### src/rtl/oqd_pkg.sv
package oqd_pkg;

    localparam int unsigned NUM_LANES = 2;

    typedef enum logic {
        LANE_I = 1'b0,
        LANE_Q = 1'b1
    } lane_e;

    typedef struct packed {
        logic vld;
        logic dbit;
    } lane_bit_t;

    function automatic logic level_changed(input logic now_l, input logic was_l);
        return now_l ^ was_l;
    endfunction

endpackage

### src/rtl/oqd_sync.sv
module oqd_sync #(
    parameter int unsigned STAGES = 2,
    parameter int unsigned WIDTH  = 3
) (
    input  logic             clk,
    input  logic             rst,
    input  logic [WIDTH-1:0] d,
    output logic [WIDTH-1:0] q
);

    generate
        if (STAGES == 0) begin : g_bypass
            assign q = d;
        end else begin : g_chain
            logic [WIDTH-1:0] stg [STAGES];

            always_ff @(posedge clk) begin
                if (rst) begin
                    for (int k = 0; k < STAGES; k++) stg[k] <= '0;
                end else begin
                    stg[0] <= d;
                    for (int k = 1; k < STAGES; k++) stg[k] <= stg[k-1];
                end
            end

            assign q = stg[STAGES-1];
        end
    endgenerate

endmodule

### src/rtl/oqd_phase.sv
module oqd_phase
    import oqd_pkg::*;
(
    input  logic                 clk,
    input  logic                 rst,
    input  logic                 sym_s,
    output logic [NUM_LANES-1:0] lane_en
);

    logic sym_prev;

    always_ff @(posedge clk) begin
        if (rst) sym_prev <= 1'b0;
        else     sym_prev <= sym_s;
    end

    always_comb begin
        lane_en = '0;
        lane_en[int'(LANE_I)] = sym_s & ~sym_prev;
        lane_en[int'(LANE_Q)] = ~sym_s & sym_prev;
    end

endmodule

### src/rtl/oqd_lane.sv
module oqd_lane
    import oqd_pkg::*;
(
    input  logic      clk,
    input  logic      rst,
    input  logic      en,
    input  logic      lvl,
    output lane_bit_t res
);

    logic smp;
    logic primed;

    always_ff @(posedge clk) begin
        if (rst) begin
            smp    <= 1'b0;
            primed <= 1'b0;
            res    <= '0;
        end else if (en) begin
            smp      <= lvl;
            primed   <= 1'b1;
            res.dbit <= level_changed(lvl, smp);
            res.vld  <= primed;
        end else begin
            res.vld  <= 1'b0;
        end
    end

    // a lane bit is only ever the result of the clock edge one cycle earlier
    assert_strobe_follows_edge_R8: assert property (@(posedge clk) disable iff (rst)
        res.vld |-> $past(en));

endmodule

### src/rtl/oqd_merge.sv
module oqd_merge
    import oqd_pkg::*;
(
    input  logic      clk,
    input  logic      rst,
    input  lane_bit_t lanes [NUM_LANES],
    output logic      ser_data,
    output logic      ser_stb
);

    lane_bit_t li, lq;
    logic      expect_q;

    assign li = lanes[int'(LANE_I)];
    assign lq = lanes[int'(LANE_Q)];

    always_ff @(posedge clk) begin
        if (rst) begin
            ser_data <= 1'b0;
            ser_stb  <= 1'b0;
            expect_q <= 1'b0;
        end else begin
            ser_stb <= li.vld | lq.vld;
            if (li.vld) begin
                ser_data <= li.dbit;
                expect_q <= 1'b1;
            end else if (lq.vld) begin
                ser_data <= lq.dbit;
                expect_q <= 1'b0;
            end
        end
    end

    assert_one_lane_R2: assert property (@(posedge clk) disable iff (rst)
        $onehot0({li.vld, lq.vld}));

    assert_i_turn_R6: assert property (@(posedge clk) disable iff (rst)
        li.vld |-> !expect_q);

    assert_q_turn_R6: assert property (@(posedge clk) disable iff (rst)
        lq.vld |-> expect_q);

endmodule

### src/rtl/oqd_diff_decoder.sv
module oqd_diff_decoder
    import oqd_pkg::*;
#(
    parameter int unsigned SYNC_STAGES = 2
) (
    input  logic clk,
    input  logic rst,
    input  logic sym_clk,
    input  logic lvl_i,
    input  logic lvl_q,
    output logic ser_data,
    output logic ser_stb
);

    localparam int unsigned SYNC_W = NUM_LANES + 1;
    localparam int unsigned CLK_IX = NUM_LANES;

    logic [SYNC_W-1:0]    raw_in;
    logic [SYNC_W-1:0]    syn_in;
    logic [NUM_LANES-1:0] lane_en;
    lane_bit_t            lanes [NUM_LANES];

    always_comb begin
        raw_in = '0;
        raw_in[int'(LANE_I)] = lvl_i;
        raw_in[int'(LANE_Q)] = lvl_q;
        raw_in[CLK_IX]       = sym_clk;
    end

    oqd_sync #(.STAGES(SYNC_STAGES), .WIDTH(SYNC_W)) u_sync (
        .clk (clk),
        .rst (rst),
        .d   (raw_in),
        .q   (syn_in)
    );

    oqd_phase u_phase (
        .clk     (clk),
        .rst     (rst),
        .sym_s   (syn_in[CLK_IX]),
        .lane_en (lane_en)
    );

    generate
        for (genvar g = 0; g < NUM_LANES; g++) begin : g_lane
            oqd_lane u_lane (
                .clk (clk),
                .rst (rst),
                .en  (lane_en[g]),
                .lvl (syn_in[g]),
                .res (lanes[g])
            );
        end
    endgenerate

    oqd_merge u_merge (
        .clk      (clk),
        .rst      (rst),
        .lanes    (lanes),
        .ser_data (ser_data),
        .ser_stb  (ser_stb)
    );

    assert_data_hold_R7: assert property (@(posedge clk) disable iff (rst)
        !ser_stb |-> $stable(ser_data));

endmodule

### config.mk
export PLATFORM = sky130hd
export DESIGN_NAME = oqd_diff_decoder
export DESIGN_NICKNAME = d
export VERILOG_FILES = /design/src/rtl/oqd_pkg.sv /design/src/rtl/oqd_sync.sv /design/src/rtl/oqd_phase.sv /design/src/rtl/oqd_lane.sv /design/src/rtl/oqd_merge.sv /design/src/rtl/oqd_diff_decoder.sv
export SDC_FILE = /design/constraint.sdc
export NUM_CORES = 1
export LEC_CHECK = 0
export ABC_AREA = 0
export BUFFER_PORTS_ARGS = -buffer_cell sky130_fd_sc_hd__buf_2
export CAP_MARGIN = 20
export CORE_AREA = 2 2 39 41
export CTS_CLUSTER_DIAMETER = 120
export DETAILED_ROUTE_END_ITERATION = 6
export DIE_AREA = 0 0 41 43
export GPL_TIMING_DRIVEN = 0
export HOLD_SLACK_MARGIN = 0.03
export PLACE_DENSITY = 0.72
export SYNTH_ARGS = -nofsm -noshare
export SYNTH_HDL_FRONTEND = slang
export SYNTH_SLANG_ARGS = --single-unit
### constraint.sdc
create_clock -name clk -period 0.9 [get_ports clk]
set_input_delay 0.135 -clock clk [delete_from_list [all_inputs] [get_ports clk]]
set_output_delay 0.135 -clock clk [all_outputs]
set_load 0.05 [all_outputs]
==> metrics, run 1 <==
share of layout cells above drive strength 1=36.7%; Worst-Margin Slew=0.192 ns; Seq/Total Area, Yosys=61.5%; Clock Path Buffers=2; via/cell ratio=4.53; DIE WIDTH=41 um; Hold Fails Final Rpt=0; first-pass GRT wire length=1250 um; detailed-route wire length per cell=9.63 um; largest net degree at the start of global routing=11; PD cells=1820 nW/um2; Placer Congestion=0.649; Nets=66; Std-Cell Rows=14; post-route minimum period=0.936 ns; Inserted Clock Buffers=3; Post-synth EDFFs=0; #FFs+latches synth=17; H-tree levels=1; most instantiated cells after synthesis=dfxtp_1, nor2_1, nor2b_1, mux2i_1; Hold-fix buffers, CTS=0; status=complete, but fails checks; number of maximum-capacitance violations=0; Register-to-Register Setup Slack=-0.04 ns; Top-Level Pins=7; clk_lat worst skew=0.29 ns; RSZ-0062 raised after global routing=yes; die area=1760 um2; Worst-path clk slew=0.09 ns; Post-synth top flop=dfxtp_1; fmax=1.07 GHz; iteration-0 DRC count of the detailed router=1; asr flop ratio synth=0%; CP endpoint kind=flip-flop; static leakage=0.275 nW; Final Skew=0.00872 ns; Synthesis Warnings=0; initial antenna violation count=0; Synth top area share=61.5%; critical path peak fanout=5; Worst Slack Setup Final=-0.0356 ns; Mapped Cells=48; final setup TNS=-0.0953 ns; CORE AREA=1380 um2; CTS root buf=clkbuf_4; non-filler cells, final=76; Setup CP Type=reg2reg; Initial Utilization=40.0%; maximum vdd drop=0.000924 V; clk sinks=17; worst hold path type=in2reg; Final ANT Viol Nets=0; Setup crit start kind=flip-flop; Final Util=48.9%; unique cell type count in the Yosys netlist=13; Max-Slew Margin vs Limit=87.1%; vias in the first global route=305; WP data required=1.08 ns; First-pass DRT Iterations=2; failing checks=setup timing; Setup violations, final=4; grt ovf=0; TritonCTS clock tree=yes; GRT Overall Usage=10.8%; cell taking the most area after synthesis=dfxtp_1; Area Overhead vs Synth=22.4%; IO buf count=6; dpl cells=70; syn nets=53; Total Wirelength=732 um; die height=43 um; max-slew violations=0; vias=344; Mapped Avg Cell Area=11.5 um2; period utilization=104%; most frequent cell after synthesis=dfxtp_1; number of diodes=0; DR DRC count=0; synth top area cells=dfxtp_1, nor2b_1, nor2_1, mux2i_1, and3b_1; crit path DAT=1.11 ns; Post-Syn Area=553 um2
## layout make-up
cell class	count	area, um2
Clock inverter	1	5.00
Clock buffer	3	22.5
Multi-Input combinational cell	30	211
Sequential cell	17	348
Timing Repair Buffer	8	65.1
Buffer	1	5.00
Tap cell	16	20.0
Fill cell	143	707
## final timing paths
path,startpoint,to,depth (start not counted)
setup / recovery,u_sync.g_chain.stg[0][5]$_SDFF_PP0_,g_lane[1].u_lane.smp$_SDFFE_PP0P_,3
hold / removal,sym_clk,u_sync.g_chain.stg[0][2]$_SDFF_PP0_,2
setup reg to reg,u_sync.g_chain.stg[0][5]$_SDFF_PP0_,g_lane[1].u_lane.smp$_SDFFE_PP0P_,3
hold reg to reg,u_sync.g_chain.stg[0][1]$_SDFF_PP0_,u_sync.g_chain.stg[0][4]$_SDFF_PP0_,1
## flip-flops by register name, indices dropped and copies added, names as in the netlist
| signal | cells |
|---|---|
| g_lane.u_lane.primed | 2 |
| g_lane.u_lane.res | 4 |
| g_lane.u_lane.smp | 2 |
| u_merge.ser_data | 1 |
| u_merge.ser_stb | 1 |
| u_phase.sym_prev | 1 |
| u_sync.g_chain.stg | 6 |
## metal layers
metal / global-route usage [%] / vias up / wire (um) / part of all wire (%)
li1: - / 179 / - / -
met2: 15.9 / 6 / 379 / 52
met1: 12.5 / 159 / 318 / 43
met3: 3.14 / 0 / 34 / 4.6
met4: 8.00 / 0 / 0 / 0
met5: 0 / - / 0 / 0
## report_power, final
part	internal, mW	switching, mW
sequential	0.772	0.0104
combinational	0.0348	0.0278
clock	0.165	0.223
total	0.972	0.262
## cells by family after synthesis
kind of cell | synth area share (%)
and+or+nand+nor | 23.3
DFF | 61.5
muxes | 7.47
AOI/OAI and AO/OA | 3.62
xor gates and xnor gates | 3.17
buffers and inverters | 0.904
## metrics by stage
stage | instance area (um2) | power, mW | setup WS [ns] | hold WS (ns)
global placement | 607 | 0.856 | -0.0395 | 0.345
CTS | 666 | 1.26 | -0.0452 | 0.0481
finish | 677 | 1.23 | -0.0356 | 0.0573
floorplan | 557 | 0.839 | -0.0172 | 0.207
detailed placement | 607 | 0.858 | -0.0501 | 0.348
global route | 677 | 1.33 | -0.0917 | 0.0430
## cell usage in the layout, fill, tap and decap left out, drive strengths merged
cell type,synthesis,routed
a211oi,2,2
and2b,1,1
and3b,2,2
buf,1,9
clkbuf,0,3
clkinv,0,1
dfxtp,17,17
mux2,1,1
mux2i,3,3
nor2,11,11
nor2b,8,8
xnor2,2,2
## critical path: stages (launching register included)
cell and delay, ns:
dfxtp_2 0.33, and2b_4 0.27, mux2i_1 0.18, nor2_1 0.05
## repair_timing
item | in CTS | in global routing
pin swaps | 1 | 1
gates cloned | 0 | 0
endpoints found under the setup margin | 4 | 6
gates resized for setup | 9 | 1
setup buffers | 1 | 1
(Power assumes the default switching activity.)
==> run 2: changes to the inputs <==
--- a/config.mk
+++ b/config.mk
@@ -15,6 +15,8 @@
 export GPL_TIMING_DRIVEN = 0
 export HOLD_SLACK_MARGIN = 0.03
 export PLACE_DENSITY = 0.72
+export REMOVE_ABC_BUFFERS = 1
 export SYNTH_ARGS = -nofsm -noshare
 export SYNTH_HDL_FRONTEND = slang
 export SYNTH_SLANG_ARGS = --single-unit
+export TNS_END_PERCENT = 1
==> metrics, run 2 (synthesis results as in run 1) <==
crit path DAT=1.11 ns (about the same); crit path max-delay cell type=dfxtp_2; Hold Fails Final Rpt=0 (unchanged); Detail Placement HPWL=430 um; Worst Slack Setup Final=-0.0410 ns (-0.00539 ns); cell depth of the worst hold path=2 (unchanged); Worst-Margin Slew=0.277 ns (+0.0843 ns); CTS root buf=clkbuf_4; Critical R2R Launch=u_sync.g_chain.stg[0][5]$_SDFF_PP0_; failing checks=setup timing; Cell Chain, Critical Path=and2b_4 > mux2i_1 > nor2_1; critical path's largest stage delay=0.34 ns (about the same); Worst R2R Path Depth=3 (unchanged); clk sinks=17 (unchanged); final hold slack=0.0574 ns (+0.000190 ns); most frequent cells in the layout=dfxtp_1, nor2_1, nor2b_1; static leakage=0.274 nW (-0.22%); hold wc startpoint=lvl_q; RSZ-0062 raised after global routing=yes; Hold-fix buffers, CTS=0 (unchanged); Clock Path Buffers=2 (unchanged); worst hold path type=in2reg; most common cell after layout, fill and taps aside=dfxtp_1; fmax=1.06 GHz (-0.57%); critical path peak fanout=4 (-1); die area=1760 um2 (unchanged); initial antenna violation count=0 (unchanged); iteration-0 DRC count of the detailed router=2 (+1); via/cell ratio=4.50 (-0.58%); Register-to-Register Setup Slack=-0.04 ns (about the same); Final Power=1.23 mW (-0.36%); Final Util=49.0% (+0.090 points); post-route minimum period=0.941 ns (+0.00539 ns); Inserted Clock Buffers=3 (unchanged); Largest regs=u_sync.g_chain.stg x6, g_lane.u_lane.res x4; DR DRC count=0 (unchanged); max-slew violations=0 (unchanged); DIE WIDTH=41 um (unchanged); Top delay family on crit path=flip-flops; detailed-route wire length per cell=9.13 um (-5.2%); die height=43 um (unchanged); H-tree levels=1 (unchanged); IO buf count=6 (unchanged); Placer Congestion=0.590 (-9.2%); clk_lat worst skew=0.28 ns (about the same); Hold Path Sink=u_sync.g_chain.stg[0][1]$_SDFF_PP0_; number of diodes=0 (unchanged); Std-Cell Rows=14 (unchanged); Setup violations, final=5 (+1); Max-Slew Margin vs Limit=81.6% (-5.5 points); CORE AREA=1380 um2 (unchanged); worst flop-to-flop path endpoint=g_lane[1].u_lane.smp$_SDFFE_PP0P_; number of maximum-capacitance violations=0 (unchanged); Top-Level Pins=7 (unchanged); Stages on worst setup path=3 (unchanged); most flop-heavy register=u_sync.g_chain.stg; DP Area=598 um2 (-1.4%); Worst-path clk slew=0.08 ns (about the same); fin area=678 um2 (+0.18%); CP endpoint kind=flip-flop; status=complete, but fails checks; vias in the first global route=286 (-6.2%); PD cells=1810 nW/um2 (-0.55%); Final Skew=0.00462 ns (-0.00411 ns); GRT Overall Usage=9.93% (-0.90 points); Largest register FFs=6 (unchanged); Final ANT Viol Nets=0 (unchanged); WP buf/inv=0 (unchanged); maximum vdd drop=0.00125 V (+35%); Nets=66 (unchanged); Setup CP Type=reg2reg; TritonCTS clock tree=yes; Area Overhead vs Synth=22.6%; WP data required=1.07 ns (about the same); largest net degree at the start of global routing=18 (+7); share of layout cells above drive strength 1=36.7% (unchanged); Total Wirelength=694 um (-5.2%); Initial Utilization=40.0% (unchanged); first-pass GRT wire length=1080 um (-14%); period utilization=105% (+0.60 points); Fill cells=138 (-3.5%); Setup crit start kind=flip-flop; vias=342 (-0.58%); final setup TNS=-0.115 ns (-0.0195 ns); grt ovf=0 (unchanged); First-pass DRT Iterations=2 (unchanged)
run 2: per-stage QoR:
step / setup WS [ns] / cells
floorplan: -0.145 / 47
global placement: -0.0402 / 69
detailed placement: -0.0624 / 69
CTS: -0.0505 / 76
global route: -0.0941 / 76
finish: -0.0410 / 76
run 2: report_power, final:
| part | internal [mW] | total, mW | switching (mW) |
|---|---|---|---|
| Clock | 0.172 | 0.384 | 0.212 |
| Sequential | 0.775 | 0.786 | 0.0109 |
| Combinational | 0.0330 | 0.0593 | 0.0263 |
| Total | 0.980 | 1.23 | 0.249 |
run 2: how the worst max path moves through the flow:
stage                     slack (ns)                                start                                 to
final                          -0.04  u_sync.g_chain.stg[0][5]$_SDFF_PP0_  g_lane[1].u_lane.smp$_SDFFE_PP0P_
after global routing           -0.09  u_sync.g_chain.stg[0][5]$_SDFF_PP0_  g_lane[1].u_lane.smp$_SDFFE_PP0P_
after CTS                      -0.05  u_sync.g_chain.stg[0][5]$_SDFF_PP0_  g_lane[1].u_lane.smp$_SDFFE_PP0P_
after detailed placement       -0.06   g_lane[1].u_lane.res[1]$_SDFF_PP0_      u_merge.ser_data$_SDFFE_PP0P_
after global placement         -0.04   g_lane[1].u_lane.res[1]$_SDFF_PP0_      u_merge.ser_data$_SDFFE_PP0P_
after floorplan                -0.15        u_merge.ser_data$_SDFFE_PP0P_      u_merge.ser_data$_SDFFE_PP0P_
run 2: routing by layer:
metal | wire, um | global-route usage [%] | vias up
met2 | 345 | 14.7 | 10
met1 | 283 | 8.94 | 153
met4 | 8 | 4.00 | 0
li1 | - | - | 177
met5 | 0 | 0 | -
met3 | 56 | 9.42 | 2
run 2: timing repair:
item	CTS	global route
endpoints found under the hold margin	0	0
resized for setup	7	5
gates cloned	0	0
setup buffers	3	0
pin swaps	0	0
endpoints found under the setup margin	6	8
run 2: final cells by class:
class	count	area (um2)	area share, %
Sequential cell	17	345	50.9
Multi-Input combinational cell	30	214	31.5
Timing Repair Buffer	9	72.6	10.7
Clock buffer	4	26.3	3.87
Tap cell	16	20.0	2.95
